==> src/rtl/lfa_pkg.sv <==
// Package: shared types and helpers for the parallel-prefix adder.
// Assumes: nothing beyond IEEE 1800-2017.
package lfa_pkg;

    // One generate/propagate pair carried through the prefix tree.
    typedef struct packed {
        logic g;
        logic p;
    } gp_t;

    // Merge an upper group with the adjacent lower group.
    function automatic gp_t gp_merge(gp_t hi, gp_t lo);
        gp_t r;
        r.g = hi.g | (lo.g & hi.p);
        r.p = lo.p & hi.p;
        return r;
    endfunction

    // Number of tree levels needed to span a given width.
    function automatic int prefix_levels(int width);
        return (width <= 1) ? 0 : $clog2(width);
    endfunction

endpackage

==> src/rtl/lfa_gp_node.sv <==
// Module: one combine node of the prefix tree.
// Assumes: 'hi' covers bit positions directly above those of 'lo'.
module lfa_gp_node
    import lfa_pkg::*;
(
    input  gp_t hi,
    input  gp_t lo,
    output gp_t res
);
    // Purpose: merge the two adjacent groups.
    assign res = gp_merge(hi, lo);
endmodule

==> src/rtl/lfa_pregen.sv <==
// Module: per-bit generate/propagate forming, with the carry-in placed
// as an extra lowest position (generate = cin, propagate = 0).
// Assumes: output position i+1 belongs to operand bit i.
module lfa_pregen #(
    parameter int N = 32
) (
    input  logic [N-1:0] a,
    input  logic [N-1:0] b,
    input  logic         cin,
    output logic [N:0]   g_ext,
    output logic [N:0]   p_ext
);
    // Purpose: seed the lowest position from the carry-in.
    assign g_ext[0] = cin;
    assign p_ext[0] = 1'b0;

    for (genvar i = 0; i < N; i++) begin : g_bit
        // Purpose: bit-level generate and propagate.
        assign g_ext[i+1] = a[i] & b[i];
        assign p_ext[i+1] = a[i] ^ b[i];
    end
endmodule

==> src/rtl/lfa_prefix_net.sv <==
// Module: minimum-depth prefix tree over W positions. At level k, every
// position with index bit k set merges with the last position of the
// preceding 2^k-aligned block; other positions pass straight through.
// Assumes: W >= 1; fan-out of a node reaches 2^(levels-1).
module lfa_prefix_net
    import lfa_pkg::*;
#(
    parameter int W = 33
) (
    input  logic [W-1:0] g_in,
    input  logic [W-1:0] p_in,
    output logic [W-1:0] g_out,
    output logic [W-1:0] p_out
);
    localparam int L = prefix_levels(W);

    wire gp_t stage [L+1][W];

    for (genvar i = 0; i < W; i++) begin : g_io
        // Purpose: load level 0 and expose the last level.
        assign stage[0][i] = {g_in[i], p_in[i]};
        assign g_out[i]    = stage[L][i].g;
        assign p_out[i]    = stage[L][i].p;
    end

    for (genvar k = 0; k < L; k++) begin : g_lvl
        for (genvar i = 0; i < W; i++) begin : g_pos
            if (((i >> k) & 1) == 1) begin : g_merge
                localparam int J = ((i >> k) << k) - 1;
                // Purpose: merge with the end of the lower half-block.
                lfa_gp_node u_node (
                    .hi  (stage[k][i]),
                    .lo  (stage[k][J]),
                    .res (stage[k+1][i])
                );
            end else begin : g_pass
                // Purpose: carry the finished group to the next level.
                assign stage[k+1][i] = stage[k][i];
            end
        end
    end
endmodule

==> src/rtl/lf_adder.sv <==
// Module: N-bit parallel-prefix adder with optional output register.
// Assumes: REG_OUT = 1 gives one cycle of latency with a synchronous
// active-low reset; REG_OUT = 0 gives a purely combinational path.
module lf_adder #(
    parameter int N       = 32,
    parameter bit REG_OUT = 1'b1
) (
    input  logic         clk,
    input  logic         rst_n,
    input  logic [N-1:0] a,
    input  logic [N-1:0] b,
    input  logic         cin,
    output logic [N-1:0] sum,
    output logic         cout
);
    localparam int W = N + 1;

    logic [W-1:0] g_ext;
    logic [W-1:0] p_ext;
    logic [W-1:0] grp_g;
    logic [W-1:0] grp_p;
    logic [N:0]   carry_w;
    logic [N-1:0] sum_c;
    logic         cout_c;
    logic         unused_grp_p;

    lfa_pregen #(.N(N)) u_pregen (
        .a     (a),
        .b     (b),
        .cin   (cin),
        .g_ext (g_ext),
        .p_ext (p_ext)
    );

    lfa_prefix_net #(.W(W)) u_tree (
        .g_in  (g_ext),
        .p_in  (p_ext),
        .g_out (grp_g),
        .p_out (grp_p)
    );

    // Purpose: group generates from the carry-in upward are the carries.
    assign carry_w      = grp_g;
    assign unused_grp_p = ^grp_p;

    // Purpose: sum bits and carry-out from the resolved carries.
    assign sum_c  = p_ext[N:1] ^ carry_w[N-1:0];
    assign cout_c = carry_w[N];

    if (REG_OUT) begin : g_reg
        logic [N-1:0] sum_q;
        logic         cout_q;
        // Purpose: output register with synchronous active-low reset.
        always_ff @(posedge clk) begin
            if (!rst_n) begin
                sum_q  <= '0;
                cout_q <= 1'b0;
            end else begin
                sum_q  <= sum_c;
                cout_q <= cout_c;
            end
        end
        assign sum  = sum_q;
        assign cout = cout_q;
    end else begin : g_comb
        logic unused_clk;
        // Purpose: direct combinational outputs; clock and reset idle.
        assign unused_clk = clk ^ rst_n;
        assign sum  = sum_c;
        assign cout = cout_c;
    end
endmodule

==> config.mk <==
export PLATFORM = sky130hd
export DESIGN_NAME = lf_adder
export DESIGN_NICKNAME = d
export VERILOG_FILES = /design/src/rtl/lfa_pkg.sv /design/src/rtl/lfa_gp_node.sv /design/src/rtl/lfa_pregen.sv /design/src/rtl/lfa_prefix_net.sv /design/src/rtl/lf_adder.sv
export SDC_FILE = /design/constraint.sdc
export NUM_CORES = 1
export LEC_CHECK = 0
export ABC_AREA = 1
export BUFFER_PORTS_ARGS = -buffer_cell sky130_fd_sc_hd__buf_2
export CAP_MARGIN = 20
export CORE_ASPECT_RATIO = 1.2
export CORE_MARGIN = 8
export CORE_UTILIZATION = 45
export CTS_CLUSTER_DIAMETER = 200
export CTS_CLUSTER_SIZE = 40
export DETAILED_ROUTE_END_ITERATION = 8
export PLACE_DENSITY = 0.81
export RECOVER_POWER = 25
export SLEW_MARGIN = 20
export SYNTH_ARGS = -nofsm -noshare
export SYNTH_HDL_FRONTEND = slang
export SYNTH_HIERARCHICAL = 1
export SYNTH_SLANG_ARGS = --single-unit
==> constraint.sdc <==
create_clock -name clk -period 2.83 [get_ports clk]
set_input_delay 0.566 -clock clk [delete_from_list [all_inputs] [get_ports clk]]
set_output_delay 0.566 -clock clk [all_outputs]
set_load 0.02 [all_outputs]
# Word level (Yosys, flattened, before mapping)
# Cells that the tools add are included.
[classes]
n_addsub = 0
mul = 0
div_mod_pow = 0
order_cmp = 0
eq_ne = 0
shifts = 0
n_mux = 0
n_bitwise = 276
n_reduce_logical = 0
[ops]
columns = ["operator", "count"]
rows = [
  ["1-bit bitwise AND", 162],
  ["1-bit OR", 81],
  ["1-bit bitwise XOR", 32],
  ["32-bit bitwise XOR", 1],
]
[totals]
reg_bits = 33
latchBits = 0
mem_bits_rw = 0
rom_bits = 0
inputBits = 67
out_inout_bits = 33
mem_count = 0

# Logic depth before layout (Yosys ltp)
# Gate-level depths: netlist of run 1.
[logic_depth]
ltp_word = 13
ltp_mapped = 15
ltp_nobuf = 15

# Cells and area by module
# The synthesis of run 1 kept the hierarchy.
[by_module_without_submodules]
columns = ["mod", "n_inst", "cells_per_inst", "area_each_um2"]
rows = [
  ["lfa_gp_node", 81, 5, 18.8],
  ["lf_adder", 1, 167, 1282.5],
  ["lfa_pregen", 1, 35, 419.2],
  ["lfa_prefix_net", 1, 2, 15.0],
]

# Least setup slack after synthesis of run 1
# OpenSTA, ideal clock, no wires.
[synth_timing]
path_kind = "input -> register"
from = "input port a[0]"
to = "register g_reg.cout_q, in the netlist cout"
setup_time_ns = 0.109
t_arrival_ns = 2.156
path_slack_ns = 0.565
path_stages = 15
path_buffers = 0
path_cell_list = "ha_1 > nand2_1 > nand2_1 > nand2_1 > nand2_1 > nand2_1 > nand2_1 > nand2_1 > nand2_1 > nand2_1 > nand2_1 > nand2_1 > nand2_1 > nand2_1 > inv_1"
[synth_between]
elab_chain_len = 13
elab_cells_between_ends = 14
cone_classes = "bitwise (14)"
[synth_lines]
columns = ["item", "line_no", "rtl"]
rows = [
  ["start, declared", "lf_adder.sv:10", "input logic [N-1:0] a,"],
  ["1-bit bitwise XOR", "lfa_pregen.sv:20", "assign p_ext[i+1] = a[i] ^ b[i];"],
  ["1-bit bitwise AND", "lfa_pkg.sv:14", "r.g = hi.g | (lo.g & hi.p);"],
  ["1-bit OR *", "lfa_pkg.sv:14", ""],
  ["via carry_w[1]", "lf_adder.sv:22", "logic [N:0] carry_w;"],
  ["1-bit bitwise AND *", "lfa_pkg.sv:14", ""],
  ["1-bit OR *", "lfa_pkg.sv:14", ""],
  ["via carry_w[3]", "lf_adder.sv:22", ""],
  ["1-bit bitwise AND *", "lfa_pkg.sv:14", ""],
  ["(+1 left out)", "n/a", ""],
  ["via carry_w[7]", "lf_adder.sv:22", ""],
  ["(+1 left out)", "n/a", ""],
  ["1-bit OR *", "lfa_pkg.sv:14", ""],
  ["via carry_w[15]", "lf_adder.sv:22", ""],
  ["1-bit bitwise AND *", "lfa_pkg.sv:14", ""],
  ["1-bit OR *", "lfa_pkg.sv:14", ""],
  ["via carry_w[31]", "lf_adder.sv:22", ""],
  ["1-bit bitwise AND *", "lfa_pkg.sv:14", ""],
  ["1-bit OR *", "lfa_pkg.sv:14", ""],
  ["via carry_w[32]", "lf_adder.sv:22", ""],
  ["end signal, assigned", "lf_adder.sv:60", "cout_q <= cout_c;"],
  ["end, declared", "lf_adder.sv:52", "logic cout_q;"],
]
# The timed path passes the listed nets; every way through them passes the cells marked *.
# A chain may end at the register's enable or synchronous reset.

# Worst setup path in the final report of run 1
[layout_timing]
from = "input port a[0]"
to = "register g_reg.cout_q, in the netlist cout"
[layout_between]
elab_chain_len = 13
elab_cells_between_ends = 14
cone_classes = "bitwise (14)"
[layout_lines]
columns = ["item", "line_no", "rtl"]
rows = [
  ["1-bit bitwise XOR", "lfa_pregen.sv:20", ""],
  ["via p_ext[1]", "lf_adder.sv:19", "logic [W-1:0] p_ext;"],
  ["1-bit bitwise AND", "lfa_pkg.sv:14", ""],
  ["1-bit OR", "lfa_pkg.sv:14", ""],
  ["via carry_w[1]", "lf_adder.sv:22", ""],
  ["1-bit bitwise AND", "lfa_pkg.sv:14", ""],
  ["1-bit OR", "lfa_pkg.sv:14", ""],
  ["via carry_w[3]", "lf_adder.sv:22", ""],
  ["(+2 left out)", "n/a", ""],
  ["via carry_w[7]", "lf_adder.sv:22", ""],
  ["(+1 left out)", "n/a", ""],
  ["1-bit OR", "lfa_pkg.sv:14", ""],
  ["via carry_w[15]", "lf_adder.sv:22", ""],
  ["1-bit bitwise AND", "lfa_pkg.sv:14", ""],
  ["1-bit OR", "lfa_pkg.sv:14", ""],
  ["via carry_w[31]", "lf_adder.sv:22", ""],
  ["1-bit bitwise AND", "lfa_pkg.sv:14", ""],
  ["1-bit OR", "lfa_pkg.sv:14", ""],
  ["via carry_w[32]", "lf_adder.sv:22", ""],
]
# The timed path passes the listed nets, and every way through them passes these cells.

==> results of run 1 <==
sequential cells by signal (all words and copies together), names as in the netlist:
signal,count
sum,32
cout,1
critical path: cells and delay by family:
| kind | cells | cell delay (ps) |
|---|---|---|
| simple gates | 13 | 1400 |
| fa+ha+maj | 1 | 300 |
| buf+inv | 2 | 190 |
per-layer routing:
metal	global-route usage	vias to the layer above	part of all wire
met1	0.1350	1326	0.41
met3	0.04009	7	0.049
met4	0.05364	0	0.010
li1	-	1726	-
met5	0	-	0
met2	0.2808	60	0.53
stage by stage:
stage	worst slack [ps]	std cells
CTS	612.1	729
global placement	371.3	721
floorplan	583.7	542
finish	588.0	729
global route	333.6	729
detailed placement	317.3	721
worst paths after layout:
check,end,cells past startpoint
setup / recovery,cout$_SDFF_PN0_,16
hold / removal,sum[0]$_SDFF_PN0_,3
cell type report:
class	instances	area (µm²)	share of cell area
Clock buffer	8	80.08	0.02239
Inverter	131	491.7	0.1375
Sequential cell	33	660.6	0.1847
Timing Repair Buffer	100	484.2	0.1354
Tap cell	85	106.4	0.02973
Multi-Input combinational cell	372	1754	0.4904
power breakdown:
group | leakage [nW] | switching, mW | internal [mW] | total, mW
Clock | 0.0395 | 0.162 | 0.175 | 0.337
Sequential | 0.276 | 0.0147 | 0.519 | 0.534
Combinational | 2.19 | 0.378 | 0.212 | 0.590
==> results.py, run 1 <==
metrics = {
    "synthesis": {
        "postSynthCellCount": 542,
        "synth_area_per_cell_um2": 5.494,
        "netlist_area_mm2": 0.002978,
        "syn-num-nets": 641,
        "yosysWarningCount": 6,
    },
    "drt": {
        "firstDrtPassIters": 6,
        "wl_mm": 6.729,
        "drc": 0,
        "vias": 3119,
        "viasPerCell": 4.278,
        "drt_iter0_drc": 126,
        "ant_nets": 0,
        "post_drt_wl_per_cell_um": 9.230,
    },
    "global_routing": {
        "grt_max_degree": 34,
        "antenna_found_initial": 0,
        "gr-usage-all-layers": 0.1424,
        "overflow": 0,
        "grt_pass1_vias": 2958,
        "grt_pass1_wl_mm": 11.65,
    },
    "die": {
        "fp-row-count": 32,
        "initial_core_util": 0.4648,
        "core-area_mm2": 0.006406,
        "io_pins": 100,
        "die_h_um": 105.1,
        "die_area_mm2": 0.009487,
        "die_x_um": 90.26,
    },
    "clocking": {
        "cts_inserted_buffers": 5,
        "clockBufferDepth": 2,
        "cts_sinks": 33,
        "ctsResizeCount": 0,
        "cts_hold_buf": 0,
        "htree_levels": 2,
        "cts_tree": "built",
        "post-cts-setup-buffer-count": 0,
        "cts-root-buf": "clkbuf_8",
        "clkTransAtPathRegs_ps": 70,
    },
    "cells_and_area": {
        "final_cell_mix": "nand2_1, inv_1, buf_2",
        "postLayoutCellArea_mm2": 0.003577,
        "post-route-util": 0.5584,
        "nets": 742,
        "nFillCells": 694,
        "drive_gt1_frac": 0.1879,
        "final_common_cell": "nand2_1",
        "antenna_cells": 0,
        "syn_to_final_growth_pct": 20.13,
    },
    "timing": {
        "worst_hold_slack_ps": 542.2,
        "fmax_mhz": 446.0,
        "finalSetupViolCount": 0,
        "relSlewSlack": -0.01068,
        "drv_slew": 34,
        "worst_pin_slew_ps": 1516,
        "fin_crit_sh": 0.7922,
        "rsz0062_at_grt": "no",
        "tns_ps": 0,
        "hold_viol": 0,
        "final.min_clock_period_ps": 2242,
    },
    "worst_setup_path": {
        "worstSetupPathType": "input pin to flop",
        "end_kind": "flop",
        "critPathLaunchType": "input pin",
        "slowest_stage": "nand2_1",
        "crit_start": "a[0]",
        "max_stage_delay_ps": 430,
        "cpMostUsedCell": "nand2_1",
        "path_max_fanout": 18,
        "path_cells": "buf_2 > ha_1 > nand2_1 > nand2_1 > nand2_1 > nand2_1 > nand2_1 > nand2_1 > nand2_1 > nand2_1 > nand2_1 > nand2_1 > nand2_1 > nand2_1 > nand2_1 > inv_1",
        "arrival_ps": 2460,
        "cp.required_ps": 3050,
    },
    "run_status": {
        "status": "finished, violations left",
        "violations": "capacitance limit, slew limit",
    },
    "placement": {
        "place_area_mm2": 0.003516,
        "port_buffers": 99,
        "dpl.hpwl_mm": 5.613,
        "gp_congestion": 0.8120,
    },
    "min_path": {
        "worstHoldPathType": "input pin to flop",
        "hp-start": "cin",
    },
    "pwr": {
        "total_power_mw": 1.461,
        "cellLeakagePower_nw": 2.504,
        "p_per_area_mw_per_mm2": 408.4,
        "peakVddDrop_v": 0.0002545,
    },
    "flow_run": {
        "maxCapViolCount": 1,
    },
}
Note: power is estimated with default switching activity, not from simulation.
==> inputs of run 2 (changes only) <==
--- a/config.mk
+++ b/config.mk
@@ -14,7 +14,7 @@
 export CTS_CLUSTER_DIAMETER = 200
 export CTS_CLUSTER_SIZE = 40
 export DETAILED_ROUTE_END_ITERATION = 8
-export PLACE_DENSITY = 0.81
+export PLACE_DENSITY = 0.83
 export RECOVER_POWER = 25
 export SLEW_MARGIN = 20
 export SYNTH_ARGS = -nofsm -noshare
==> constraint.sdc (replaced) <==
create_clock -name clk -period 1.8 [get_ports clk]
set_input_delay 0.36 -clock clk [delete_from_list [all_inputs] [get_ports clk]]
set_output_delay 0.36 -clock clk [all_outputs]
set_load 0.02 [all_outputs]
==> results.py, run 2 (synthesis results as in run 1) <==
metrics = {
    "run_status": {
        "status": "finished clean",
    },
    "clocking": {
        "cts_hold_buf": 0,
        "clkTransAtPathRegs_ps": 70,
        "cts_sinks": 33,
        "ctsResizeCount": 0,
        "cts_tree": "built",
        "htree_levels": 2,
        "clockBufferDepth": 2,
        "post-cts-setup-buffer-count": 0,
        "cts-root-buf": "clkbuf_8",
        "cts_inserted_buffers": 5,
    },
    "cells_and_area": {
        "fin_cells": 761,
        "drive_gt1_frac": 0.2382,
        "postLayoutCellArea_mm2": 0.003850,
        "largest_reg_flops": 32,
        "final_cell_mix": "nand2_1, inv_1, buf_2",
        "nets": 774,
        "antenna_cells": 0,
        "final_common_cell": "nand2_1",
        "syn_to_final_growth_pct": 29.29,
    },
    "drt": {
        "drc": 0,
        "post_drt_wl_per_cell_um": 9.415,
        "wl_mm": 7.165,
        "firstDrtPassIters": 4,
        "vias": 3247,
        "ant_nets": 0,
        "viasPerCell": 4.267,
        "drt_iter0_drc": 103,
    },
    "pwr": {
        "cellLeakagePower_nw": 2.679,
        "p_per_area_mw_per_mm2": 629.9,
        "peakVddDrop_v": 0.0004084,
    },
    "min_path": {
        "worstHoldPathType": "input pin to flop",
        "hp-start": "cin",
    },
    "placement": {
        "place_area_mm2": 0.003781,
        "dpl.hpwl_mm": 6.038,
        "preCtsSetupSlack_ps": -116.6,
        "port_buffers": 99,
        "dp_cells": 753,
        "gp_congestion": 0.8687,
    },
    "die": {
        "die_h_um": 105.1,
        "fp-row-count": 32,
        "initial_core_util": 0.4648,
        "core-area_mm2": 0.006406,
        "die_area_mm2": 0.009487,
        "io_pins": 100,
        "die_x_um": 90.26,
    },
    "global_routing": {
        "overflow": 0,
        "antenna_found_initial": 0,
        "grt_pass1_vias": 3197,
        "grt_max_degree": 19,
        "gr-usage-all-layers": 0.1523,
        "grt_pass1_wl_mm": 12.59,
    },
    "worst_setup_path": {
        "worstSetupPathType": "input pin to flop",
        "path_max_fanout": 18,
        "end_kind": "flop",
        "arrival_ps": 1790,
        "crit_start": "a[0]",
        "critPathLaunchType": "input pin",
        "cp.required_ps": 1990,
    },
    "timing": {
        "relSlewSlack": 0.7288,
        "drv_slew": 0,
        "fmax_mhz": 623.7,
        "worst_pin_slew_ps": 406.8,
        "hold_viol": 0,
        "finalSetupViolCount": 0,
        "final.min_clock_period_ps": 1603,
        "fin_ws_ps": 196.6,
        "fin_crit_sh": 0.8908,
        "rsz0062_at_grt": "no",
        "worst_hold_slack_ps": 333.6,
    },
    "flow_run": {
        "maxCapViolCount": 0,
    },
}
## run 2: final timing paths
| path | cells past startpoint | end |
|---|---|---|
| max | 16 | cout$_SDFF_PN0_ |
| min | 3 | sum[0]$_SDFF_PN0_ |
## run 2: through the flow
| stage | total power [mW] | util | setup TNS [ps] |
|---|---|---|---|
| 3_5_place_dp | 1.904 | 0.5902 | -1274 |
| 2_1_floorplan | 1.542 | - | 0 |
| 5_1_grt | 2.629 | 0.6010 | 0 |
| 3_3_place_gp | 1.870 | 0.5902 | -828.8 |
| 4_1_cts | 2.463 | 0.6031 | 0 |
| 6_report | 2.425 | 0.6010 | 0 |
## run 2: routing by layer
layer  share of wire  GRT usage  wire [µm]
met5               0          0          0
met4           0.015    0.04768        108
met3           0.043    0.03078        306
met2            0.53     0.3087       3817
met1            0.41     0.1480       2932
## run 2: worst max-delay path, cell delays in order
cell,delay (ps)
buf_2,100
ha_1,290
nand2_1,60
nand2_1,90
nand2_1,80
nand2_1,60
nand2_1,80
nand2_2,60
nand2_2,80
nand2_4,130
nand2_1,100
nand2_1,80
nand2_1,80
nand2_1,50
nand2_1,60
inv_1,30
## run 2: report_power, final
| group | internal, mW | switching, mW | total [mW] |
|---|---|---|---|
| Clock | 0.268 | 0.281 | 0.549 |
| Sequential | 0.816 | 0.0238 | 0.840 |
| Combinational | 0.417 | 0.619 | 1.04 |
## run 2: layout make-up
class	count	area [µm²]
clock inverter	2	10.01
inverter	131	491.7
sequential	33	660.6
fill	619	2556
clock buffer	6	72.57
tap	85	106.4
timing repair buffer	132	739.5
multi-input combinational	372	1769
==> inputs of run 3 (changes only) <==
--- a/config.mk
+++ b/config.mk
@@ -10,11 +10,11 @@
 export CAP_MARGIN = 20
 export CORE_ASPECT_RATIO = 1.2
 export CORE_MARGIN = 8
-export CORE_UTILIZATION = 45
+export CORE_UTILIZATION = 47
 export CTS_CLUSTER_DIAMETER = 200
-export CTS_CLUSTER_SIZE = 40
+export CTS_CLUSTER_SIZE = 12
 export DETAILED_ROUTE_END_ITERATION = 8
-export PLACE_DENSITY = 0.83
+export PLACE_DENSITY = 0.86
 export RECOVER_POWER = 25
 export SLEW_MARGIN = 20
 export SYNTH_ARGS = -nofsm -noshare
==> results.py, run 3 (synthesis results as in run 1) <==
metrics = {
    "cells_and_area": {
        "drive_gt1_frac": 0.2471,
        "regArea_um2": 660.6,
        "nFillCells": 562,
        "postLayoutCellArea_mm2": 0.003920,
        "final_cell_mix": "nand2_1, inv_1, buf_2",
        "final_common_cell": "nand2_1",
        "syn_to_final_growth_pct": 31.64,
        "antenna_cells": 0,
        "multi_input_area_mm2": 0.001785,
        "largest_reg_flops": 32,
        "nets": 782,
    },
    "die": {
        "die_area_mm2": 0.009149,
        "die_h_um": 103.2,
        "die_x_um": 88.66,
        "core-area_mm2": 0.006090,
        "initial_core_util": 0.4890,
        "fp-row-count": 31,
        "io_pins": 100,
    },
    "worst_setup_path": {
        "critPathLaunchType": "input pin",
        "cp.required_ps": 1960,
        "arrival_ps": 1750,
        "end_kind": "flop",
        "path_max_fanout": 18,
        "worstSetupPathType": "input pin to flop",
    },
    "drt": {
        "vias": 3321,
        "wl_mm": 7.317,
        "routed-wl-met3_um": 366,
        "drt_iter0_drc": 68,
        "ant_nets": 0,
        "firstDrtPassIters": 6,
        "viasPerCell": 4.336,
        "drc": 0,
        "post_drt_wl_per_cell_um": 9.552,
        "dr_wl_met2_mm": 3.885,
        "met1_length_mm": 2.807,
        "top_layer": "met4",
    },
    "pwr": {
        "peakVddDrop_v": 0.0004197,
        "cellLeakagePower_nw": 2.722,
        "p_per_area_mw_per_mm2": 623.3,
    },
    "global_routing": {
        "gr-usage-all-layers": 0.1669,
        "grt_pass1_vias": 3357,
        "antenna_found_initial": 0,
        "grt_pass1_wl_mm": 12.61,
        "overflow": 0,
        "grt_max_degree": 19,
    },
    "clocking": {
        "cts_tree": "built",
        "cts_inserted_buffers": 5,
        "post-cts-setup-buffer-count": 0,
        "clkTransAtPathRegs_ps": 70,
        "ctsResizeCount": 0,
        "cts_hold_buf": 0,
        "htree_levels": 2,
        "cts-root-buf": "clkbuf_8",
        "clockBufferDepth": 2,
        "cts_sinks": 33,
    },
    "timing": {
        "relSlewSlack": 0.7586,
        "fin_crit_sh": 0.8779,
        "fmax_mhz": 632.9,
        "final.min_clock_period_ps": 1580,
        "finalSetupViolCount": 0,
        "worst_pin_slew_ps": 362.1,
        "worst_hold_slack_ps": 338.9,
        "fin_ws_ps": 219.9,
        "hold_viol": 0,
        "rsz0062_at_grt": "no",
        "drv_slew": 0,
    },
    "placement": {
        "gp_congestion": 0.8288,
        "dpl.hpwl_mm": 6.279,
        "port_buffers": 99,
        "place_area_mm2": 0.003837,
        "preCtsSetupSlack_ps": -127.4,
    },
    "min_path": {
        "hp-start": "cin",
        "worstHoldPathType": "input pin to flop",
        "holdPathStages": 3,
        "timing.hold.worst_endpoint": "sum[0]$_SDFF_PN0_",
    },
    "flow_run": {
        "maxCapViolCount": 0,
    },
    "run_status": {
        "status": "finished clean",
    },
}
-- run 3: cell count changes in the layout (fill, tap and decap cells not counted), sizes merged --
cell	previous run	this run
clkinv	2	0
buf	118	126
clkbuf	20	22
-- run 3: per-layer routing --
| layer | up-vias | track usage |
|---|---|---|
| met2 | 77 | 0.3246 |
| li1 | 1809 | - |
| met1 | 1413 | 0.1607 |
| met3 | 22 | 0.02767 |
| met4 | 0 | 0.08996 |
| met5 | - | 0 |
-- run 3: worst max path at each step --
stage | cells past startpoint | to | startpoint | slack, ps
after detailed placement | 14 | sum[27]$_SDFF_PN0_ | a[16] | -130
after CTS | 14 | sum[27]$_SDFF_PN0_ | a[16] | 160
after global routing | 16 | cout$_SDFF_PN0_ | a[0] | 30
final | 14 | sum[18]$_SDFF_PN0_ | a[8] | 220
after global placement | 16 | cout$_SDFF_PN0_ | a[16] | -90
after floorplan | 15 | cout$_SDFF_PN0_ | a[0] | 2
-- run 3: cell type report --
type	instances	share of cell area
sequential	33	0.1685
inverter	131	0.1254
timing repair buffer	140	0.2040
multi-input combinational	372	0.4555
clock buffer	8	0.02043
tap	82	0.02617
-- run 3: worst max-delay path, cell delays in order --
cell and delay (ps):
buf_2 100, ha_1 320, nand2_1 70, nand2_1 60, nand2_1 60, nand2_1 60, nand2_1 60, nand2_1 50
inv_1 130, nand2_8 120, nand2_1 90, nand2_1 60, nor2_1 140, nor2_2 50
-- run 3: where the power goes --
group / internal (mW) / total, mW / switching [mW] / leakage [nW]
sequential: 0.816 / 0.840 / 0.0239 / 0.276
combinational: 0.438 / 1.07 / 0.631 / 2.41
clock: 0.275 / 0.534 / 0.259 / 0.0395
-- run 3: stage by stage --
stage / utilization / total power, mW / TNS (ps) / std cells
floorplan: - / 1.542 / 0 / 542
global placement: 0.6302 / 1.892 / -896.6 / 758
detailed placement: 0.6302 / 1.934 / -1690 / 758
CTS: 0.6433 / 2.479 / 0 / 766
global route: 0.6437 / 2.657 / 0 / 766
finish: 0.6437 / 2.443 / 0 / 766
